<file path="config.mk">
export PLATFORM = sky130hd
export DESIGN_NAME = manch_cdr_rx
export DESIGN_NICKNAME = d
export VERILOG_FILES = /design/src/rtl/mcr_pkg.sv /design/src/rtl/mcr_win.sv /design/src/rtl/mcr_step.sv /design/src/rtl/manch_cdr_rx.sv
export SDC_FILE = /design/constraint.sdc
export NUM_CORES = 1
export LEC_CHECK = 0
export BUFFER_PORTS_ARGS = -buffer_cell sky130_fd_sc_hd__buf_2
export CAP_MARGIN = 20
export CORE_ASPECT_RATIO = 1.2
export CORE_MARGIN = 2
export CORE_UTILIZATION = 45
export CTS_CLUSTER_DIAMETER = 50
export DETAILED_ROUTE_END_ITERATION = 16
export GPL_TIMING_DRIVEN = 0
export PLACE_DENSITY = 0.66
export SYNTH_ARGS = -nofsm -noshare
export SYNTH_HDL_FRONTEND = slang
export SYNTH_SLANG_ARGS = --single-unit
</file>
<file path="constraint.sdc">
create_clock -name clk -period 4.9 [get_ports clk]
set_clock_uncertainty 0.15 [all_clocks]
set_input_delay 0.98 -clock clk [delete_from_list [all_inputs] [get_ports clk]]
set_output_delay 0.98 -clock clk [all_outputs]
set_load 0.02 [all_outputs]
</file>
<file path="src/rtl/mcr_pkg.sv">
package mcr_pkg;
    typedef enum logic [1:0] {
        ST_HUNT  = 2'd0,
        ST_TRAIN = 2'd1,
        ST_LOCK  = 2'd2
    } trk_e;
endpackage

</file>
<file path="src/rtl/mcr_win.sv">
// Classifies the phase counter against the expected mid-bit window.
module mcr_win #(
    parameter int SPB = 8
) (
    input  logic [$clog2(SPB)-1:0] ph,
    output logic                   in_win,
    output logic                   at_last,
    output logic                   at_wrap
);
    localparam int PW  = $clog2(SPB);
    localparam int MID = SPB / 2;
    localparam logic [PW-1:0] LO   = PW'(MID - 1);
    localparam logic [PW-1:0] HI   = PW'(MID + 1);
    localparam logic [PW-1:0] WRAP = PW'(SPB - 1);

    assign in_win  = (ph >= LO) && (ph <= HI);
    assign at_last = (ph == HI);
    assign at_wrap = (ph == WRAP);
endmodule

</file>
<file path="src/rtl/mcr_step.sv">
// Advances the tracker by one line sample.
module mcr_step #(
    parameter int SPB        = 8,
    parameter int LOCK_BITS  = 16,
    parameter int MISS_LIMIT = 4
) (
    input  mcr_pkg::trk_e                           st_in,
    input  logic [$clog2(SPB)-1:0]                  ph_in,
    input  logic                                    got_in,
    input  logic [$clog2(LOCK_BITS+1)-1:0]          good_in,
    input  logic [$clog2(MISS_LIMIT+1)-1:0]         miss_in,
    input  logic                                    prev_in,
    input  logic                                    smp,
    output mcr_pkg::trk_e                           st_out,
    output logic [$clog2(SPB)-1:0]                  ph_out,
    output logic                                    got_out,
    output logic [$clog2(LOCK_BITS+1)-1:0]          good_out,
    output logic [$clog2(MISS_LIMIT+1)-1:0]         miss_out,
    output logic                                    prev_out,
    output logic                                    emit,
    output logic                                    ebit
);
    import mcr_pkg::*;

    localparam int PW = $clog2(SPB);
    localparam int GW = $clog2(LOCK_BITS + 1);
    localparam int MW = $clog2(MISS_LIMIT + 1);
    localparam logic [PW-1:0] SNAP = PW'(SPB / 2 + 1);

    logic in_win, at_last, at_wrap;
    logic edge_seen, hit, lost;

    mcr_win #(.SPB(SPB)) win_i (
        .ph      (ph_in),
        .in_win  (in_win),
        .at_last (at_last),
        .at_wrap (at_wrap)
    );

    assign edge_seen = smp ^ prev_in;
    assign hit       = edge_seen && in_win && !got_in;
    assign lost      = at_last && !edge_seen && !got_in;
    assign prev_out  = smp;
    assign ebit      = smp;

    always_comb begin
        st_out   = st_in;
        ph_out   = at_wrap ? '0 : ph_in + 1'b1;
        got_out  = at_wrap ? 1'b0 : got_in;
        good_out = good_in;
        miss_out = miss_in;
        emit     = 1'b0;
        unique case (st_in)
            ST_HUNT: begin
                if (edge_seen) begin
                    st_out   = ST_TRAIN;
                    ph_out   = SNAP;
                    got_out  = 1'b1;
                    good_out = GW'(1);
                    miss_out = '0;
                    emit     = 1'b1;
                end
            end
            ST_TRAIN: begin
                if (hit) begin
                    ph_out   = SNAP;
                    got_out  = 1'b1;
                    emit     = 1'b1;
                    good_out = good_in + 1'b1;
                    if (good_in == GW'(LOCK_BITS - 1)) begin
                        st_out   = ST_LOCK;
                        miss_out = '0;
                    end
                end else if (lost) begin
                    st_out   = ST_HUNT;
                    good_out = '0;
                end
            end
            ST_LOCK: begin
                if (hit) begin
                    ph_out   = SNAP;
                    got_out  = 1'b1;
                    emit     = 1'b1;
                    miss_out = '0;
                end else if (lost) begin
                    if (miss_in == MW'(MISS_LIMIT - 1)) begin
                        st_out   = ST_HUNT;
                        miss_out = '0;
                        good_out = '0;
                    end else begin
                        miss_out = miss_in + 1'b1;
                    end
                end
            end
            default: st_out = ST_HUNT;
        endcase
    end
endmodule

</file>
<file path="src/rtl/manch_cdr_rx.sv">
// Manchester receiver: two chained per-sample steps, one state register
// process and one output register process.
module manch_cdr_rx #(
    parameter int SPB        = 8,
    parameter int LOCK_BITS  = 16,
    parameter int MISS_LIMIT = 4
) (
    input  logic clk,
    input  logic rst,
    input  logic en,
    input  logic smp_early,
    input  logic smp_late,
    output logic rx_bit,
    output logic rx_stb,
    output logic locked
);
    import mcr_pkg::*;

    localparam int PW    = $clog2(SPB);
    localparam int GW    = $clog2(LOCK_BITS + 1);
    localparam int MW    = $clog2(MISS_LIMIT + 1);
    localparam int NSMP  = 2;

    trk_e           st_q;
    logic [PW-1:0]  ph_q;
    logic           got_q;
    logic [GW-1:0]  good_q;
    logic [MW-1:0]  miss_q;
    logic           prev_q;

    trk_e           st_c   [NSMP+1];
    logic [PW-1:0]  ph_c   [NSMP+1];
    logic           got_c  [NSMP+1];
    logic [GW-1:0]  good_c [NSMP+1];
    logic [MW-1:0]  miss_c [NSMP+1];
    logic           prev_c [NSMP+1];
    logic           emit_c [NSMP];
    logic           ebit_c [NSMP];
    logic [NSMP-1:0] smp_w;

    assign smp_w     = {smp_late, smp_early};
    assign st_c[0]   = st_q;
    assign ph_c[0]   = ph_q;
    assign got_c[0]  = got_q;
    assign good_c[0] = good_q;
    assign miss_c[0] = miss_q;
    assign prev_c[0] = prev_q;

    for (genvar k = 0; k < NSMP; k++) begin : g_step
        mcr_step #(
            .SPB        (SPB),
            .LOCK_BITS  (LOCK_BITS),
            .MISS_LIMIT (MISS_LIMIT)
        ) step_i (
            .st_in    (st_c[k]),
            .ph_in    (ph_c[k]),
            .got_in   (got_c[k]),
            .good_in  (good_c[k]),
            .miss_in  (miss_c[k]),
            .prev_in  (prev_c[k]),
            .smp      (smp_w[k]),
            .st_out   (st_c[k+1]),
            .ph_out   (ph_c[k+1]),
            .got_out  (got_c[k+1]),
            .good_out (good_c[k+1]),
            .miss_out (miss_c[k+1]),
            .prev_out (prev_c[k+1]),
            .emit     (emit_c[k]),
            .ebit     (ebit_c[k])
        );
    end

    // State register
    always_ff @(posedge clk) begin
        if (rst) begin
            st_q   <= ST_HUNT;
            ph_q   <= '0;
            got_q  <= 1'b0;
            good_q <= '0;
            miss_q <= '0;
            prev_q <= 1'b0;
        end else if (en) begin
            st_q   <= st_c[NSMP];
            ph_q   <= ph_c[NSMP];
            got_q  <= got_c[NSMP];
            good_q <= good_c[NSMP];
            miss_q <= miss_c[NSMP];
            prev_q <= prev_c[NSMP];
        end
    end

    // Output register
    always_ff @(posedge clk) begin
        if (rst) begin
            rx_stb <= 1'b0;
            rx_bit <= 1'b0;
            locked <= 1'b0;
        end else if (en) begin
            rx_stb <= emit_c[0] | emit_c[1];
            if (emit_c[0]) begin
                rx_bit <= ebit_c[0];
            end else if (emit_c[1]) begin
                rx_bit <= ebit_c[1];
            end
            locked <= (st_c[NSMP] == ST_LOCK);
        end else begin
            rx_stb <= 1'b0;
        end
    end
endmodule

</file>
-- Word-level counts from Yosys, hierarchy flattened
Index checks and enable logic that the tools add are counted.
- order comparisons: 4
- equality and inequality tests: 13
- bitwise operators: 4
- add/subtract/negate cells: 6
- reduce and logical (&&, ||, !) cells: 21
- mux-type cells: 68
- operators by type and width (kind ; count):
    2-to-1 mux 5 bit ; 12
    2-to-1 mux 3 bit ; 18
    one-hot mux 5 bit (3 select lines) ; 2
    2-to-1 mux 2 bit ; 14
    one-hot mux 3 bit (3 select lines) ; 2
    adder 3 x 1 -> 3 bit, second input constant ; 4
    == test 3 bit, second input constant ; 4
    2-to-1 mux 1 bit ; 12
    one-hot mux 2 bit (3 select lines) ; 2
    one-hot mux 3 bit (2 select lines) ; 2
    adder 5 x 1 -> 5 bit, second input constant ; 2
    == test 5 x 4 -> 1 bit, second input constant ; 2
    logical AND 1 bit ; 10
    one-hot mux 1 bit (2 select lines) ; 4
    == test 2 bit, second input constant ; 3
    == test 3 x 2 -> 1 bit, second input constant ; 2
    >= comparator 3 x 2 -> 1 bit, second input constant ; 2
    <= comparator 3 bit, second input constant ; 2
    OR reduction 2 bit ; 3
    == test 2 x 1 -> 1 bit, second input constant ; 2
    logical NOT 1 bit ; 4
    logical NOT 2 bit ; 2
    AND reduction 2 bit ; 1
    nonzero test 2 bit ; 1
    3 further kinds ; 4
- flip-flop bits (word level): 18
- output and inout bits: 3

-- Logic depth before layout (Yosys ltp)
- depth after elaboration: 14
- mapped depth: 15

-- Cells and area by module
A second synthesis with hierarchy kept.
- cell total of the unflattened synthesis: 248
- area total of the unflattened synthesis: 1946.9 µm²
- modules (own cells, without submodules) (module ; sequential area each (µm²) ; area each (µm²) ; instances ; cells an instance):
    mcr_step ; 0.0 ; 600.6 ; 2 ; 88
    manch_cdr_rx ; 360.3 ; 688.2 ; 1 ; 62
    mcr_win ; 0.0 ; 28.8 ; 2 ; 5

-- Worst setup path after synthesis
Ideal clock, no wire load.
- kind: input to register
- start point: in smp_early
- end point: reg miss_q[1]
- stages: 13
- arrival: 3.946 ns
- setup time: 0.137 ns
- path buffers: 2
- slack: 0.666 ns
- cell sequence: buf_2 > xor2_2 > buf_2 > nor2_1 > o311a_1 > o22ai_1 > inv_1 > ha_1 > and2_2 > or2_2 > or4_1 > a32oi_1 > a211oi_1
- longest elaborated chain between the ends: 12
- elaborated cells on any way between the ends: 53
- RTL lines (element ; RTL line ; RTL):
    from (decl) ; manch_cdr_rx.sv:11 ; input logic smp_early,
    bitwise XOR 1 bit ; mcr_step.sv:40 ; assign edge_seen = smp ^ prev_in;
    logical NOT 1 bit ; mcr_step.sv:42 ; assign lost = at_last && !edge_seen && !got_in;
    logical AND 1 bit (2 in a row) ; mcr_step.sv:42 ;
    2-to-1 mux 3 bit ; mcr_step.sv:85 ; end else if (lost) begin
    2-to-1 mux 3 bit ; mcr_step.sv:80 ; if (hit) begin
    one-hot mux 3 bit (3 select lines) ; mcr_step.sv:53 ; unique case (st_in)
    adder 3 x 1 -> 3 bit / == test 3 x 2 -> 1 bit (equally long branches) ; mcr_step.sv:91, mcr_step.sv:86 ;
    2-to-1 mux 3 bit ; mcr_step.sv:86 ; if (miss_in == MW'(MISS_LIMIT - 1)) begin
    2-to-1 mux 3 bit ; mcr_step.sv:85 ;
    2-to-1 mux 3 bit ; mcr_step.sv:80 ;
    one-hot mux 3 bit (3 select lines) * ; mcr_step.sv:53 ;
    to (signal assigned) ; manch_cdr_rx.sv:87 ; miss_q <= miss_c[NSMP];
    to (decl) ; manch_cdr_rx.sv:28 ; logic [MW-1:0] miss_q;
Every way passes the cells marked *; elsewhere a longest branch is shown, timed or not.
A chain may end at the register's enable or synchronous reset.

-- Worst setup path after layout
Ends and elaborated chain as after synthesis.

==> results.md <==
- Met2 Resource Use GR: a little under two fifths
- Worst r2r path cells: 13
- Top Family by Delay on Critical Path: simple AND/OR/NAND/NOR gates
- IO buf count: 5
- Num CTS Buffers: 3
- Main combinational cell family by area after synthesis: compound AO/OA/AOI/OAI gates
- CTS Sinks: 18
- Area leader, netlist: dfxtp_1
- CTS tree: built
- Worst path depth: 13
- Critical Path Most Common Cell: buf_2
- Simple-Gate Fraction of Synth Area: 22.9%
- Part of the Yosys area used for sequential elements: 16.9%
- Startpoint Class: primary input
- Post-CTS resize count: 0
- Root Driver: clkbuf_8
- GR Layer Usage met1: 30.7%
- Syn_nets: around 290
- Setup TNS: 0 ns
- Max-slew violation count: 0
- Setup bufs post-CTS: 0
- Worst vdd ir: about 170 uV
- Antenna Nets Post-Route: 0
- Ratio of cells with drive above 1 in the final layout: about an eighth
- Status: complete, no violations
- Detailed Route Iter0 Violations: ~180
- Slowest CP cell: or4_1
- Post-route cell area: around 2300 sq um
- Post-Layout Cell Count: 330
- Worst rel slew slack: between 40% and 50%
- Largest net degree at the start of global routing: 11
- Required @ worst endpoint: 4.87 ns
- CP Cell Sequence: buf_2 > xor2_2 > buf_2 > nor2_1 > o311a_1 > o22ai_1 > inv_1 > ha_1 > and2_2 > or2_2 > or4_1 > a32oi_1 > a211oi_1
- First-pass GRT wire length: between 9 and 10 mm
- I/O Pins: 8
- TritonRoute pass-1 iters: 4
- Worst-margin pin slew: roughly 0.82 ns
- Post-synthesis mux area share: between 1 and 1.5%
- # diodes: 0
- Die height: between 70 and 80 microns
- Via density: roughly 6.2
- Synth Area in XOR/XNOR: between 2 and 3%
- Grt met3 use: between 1.5 and 2%
- Placed cells: ~330
- Syn Inst Count: roughly 260
- Most used flip-flop cell after synthesis: dfxtp_1
- Hold buffers post-CTS: 0
- WS Path Type: primary input to flop
- Leak Pwr: 0.939 nW
- Via count: 2047
- Top cell type's share of synthesized area: 16.9%
- Setup crit end kind: flop
- CP Max Fanout: 10
- Minimum clock period: roughly 4.6 ns
- Synth top area cells: dfxtp_1 (17%), ha_1 (13%), nor2_1 (4.6%)
- Global Route Usage Sum: 22.7%
- Starting density of the core: 46.7%
- Longest Clk Path Bufs: 2
- Pwr Density: 251 nW/um^2
- Worst-Skew Late Latency: ~0.26 ns
- # rows: 27
- CP Data Arrival Time: between 4 and 5 ns
- Post-Syn Area: between 2000 and 2500 sq um
- Vias in the first global route: roughly 1.9k
- WHS Path Cells: 2
- Compound-Gate Fraction of Synth Area: about a third
- CORE AREA: 4560 sq um
- Highest clock rate: ~220 MHz
- DIE WIDTH: 66.8 microns
- Global placer's final weighted congestion: around 1
- Post-Synth Adder-Cell Area: 12.9%
- Number of synthesized flops with an enable pin: 0
- Netlist cell types: 77
- Htree depth: 1
- Syn. warnings: 0
- Seq cells post-synth: 18
- Die area: 5300 sq um
- Post-synth ARST share: 0%
- Final setup viols: 0
- Routed WL: 5.68 mm
- Nets: about 300
- Synth-to-Final Area Change: 6.53%
- Busiest grt layer: met2
- CP max stage delay: between 0.5 and 0.6 ns
- Worst-path clk slew: about 0.070 ns
- Antenna violations before repair: 0
- Post-DR wirelength/cell: approximately 17 microns
- HPWL Detailed: 4.53 mm
- Final Hold Viols: 0
- Fin crit share: 94.1%
- Worst hold path type: flop to flop
- Average size of a mapped cell: ~8 sq um
- Total gr overflow: 0
- CP Buf/Inv Count: 3
- Max-cap viol count: 0
- Drt drc: 0
- RSZ-0062 raised after global routing: false
- Placed cell area: roughly 2200 sq um
[worst paths after layout]
| kind | from | end | slack (ns) |
|---|---|---|---|
| worst min-delay path | locked$_SDFFE_PP0P_ | locked$_SDFFE_PP0P_ | 0.34 |
| worst max register to register | ph_q[0]$_SDFFE_PP0P_ | miss_q[1]$_SDFFE_PP0P_ | 0.39 |
| worst max-delay path | smp_early | miss_q[1]$_SDFFE_PP0P_ | 0.29 |
| worst min register to register | locked$_SDFFE_PP0P_ | locked$_SDFFE_PP0P_ | 0.34 |
[cells in the final DEF, fill, tap and decap left out, types with 5 or more instances in the layout]
cell type  Yosys  final
o221ai_1       5      5
o22ai_1        5      5
nand2_1       13     13
nand4_1        6      6
inv_1         24     24
ha_1          22     22
a21oi_1       10     10
a211oi_1       7      7
buf_2          3      8
nor3_1         8      8
dfxtp_1       18     18
nand2b_1       5      5
a311oi_1       6      6
nor2_1        26     26
o21ai_0       10     10
[registers in the layout (all words and copies together) (netlist names)]
register,flops
good_q,5
miss_q,3
ph_q,3
st_q,2
got_q,1
locked,1
prev_q,1
rx_bit,1
rx_stb,1
[worst min-delay path, delay by kind of cell (launching register included)]
kind            cells  cell delay (ns)
flops               1             0.33
compound gates      1             0.06
simple gates        1             0.07
[cells in the mapped netlist (all sizes together) (3+ instances only)]
cell type and n:
a311oi 6, a41oi 4, o211ai 4, nor3 8
dfxtp 18, nand3 4, and3 3, nand4 6
o21ai 14, o211a 3, and4 3, o22ai 5
o31ai 3, a21oi 10, or3 3, o221ai 6
nand2b 5, nand2 13, a31oi 3, clkbuf 4
a211oi 8, buf 7, ha 22, nor2 28
inv 24, and2 5
[power by group]
group	switching, mW	internal (mW)	total, mW
Combinational	0.175	0.111	0.286
Sequential	0.0184	0.158	0.177
Clock	0.0515	0.0548	0.106
[final cells by class]
cell class,instances,area (sq um)
fill,446,2290
multi-input combinational,210,1590
sequential,18,360
inverter,25,93.8
buffer,11,81.3
tap,58,72.6
clock buffer,3,41.3
timing repair buffer,5,25.0
[layer usage]
metal | vias to the layer above | wire length (microns)
met3 | 13 | 175
met1 | 950 | 2690
met5 | - | 0
li1 | 1028 | -
met2 | 56 | 2650
met4 | 0 | 168
[metrics by stage]
| stage | util [%] | setup slack [ns] | hold slack [ns] | total power [mW] |
|---|---|---|---|---|
| CTS | 49.7 | 0.336 | 0.343 | 0.565 |
| floorplan | - | 0.666 | 0.315 | 0.396 |
| global placement | 48.8 | 0.0905 | 0.319 | 0.458 |
| finish | 49.7 | 0.287 | 0.342 | 0.569 |
| global route | 49.7 | 0.109 | 0.375 | 0.602 |
| detailed placement | 48.8 | 0.0888 | 0.319 | 0.460 |
[cell families (layout without fill, tap and decap cells)]
family / count (synthesis) / after routing
XOR/XNOR: 4 / 4
multiplexers: 3 / 3
adder cells (fa/ha/maj): 22 / 22
buffers and inverters: 36 / 44
flip-flops: 18 / 18
AO/OA/AOI/OAI: 91 / 91
AND/OR/NAND/NOR: 90 / 90
Power figures use the tool's default switching activity.
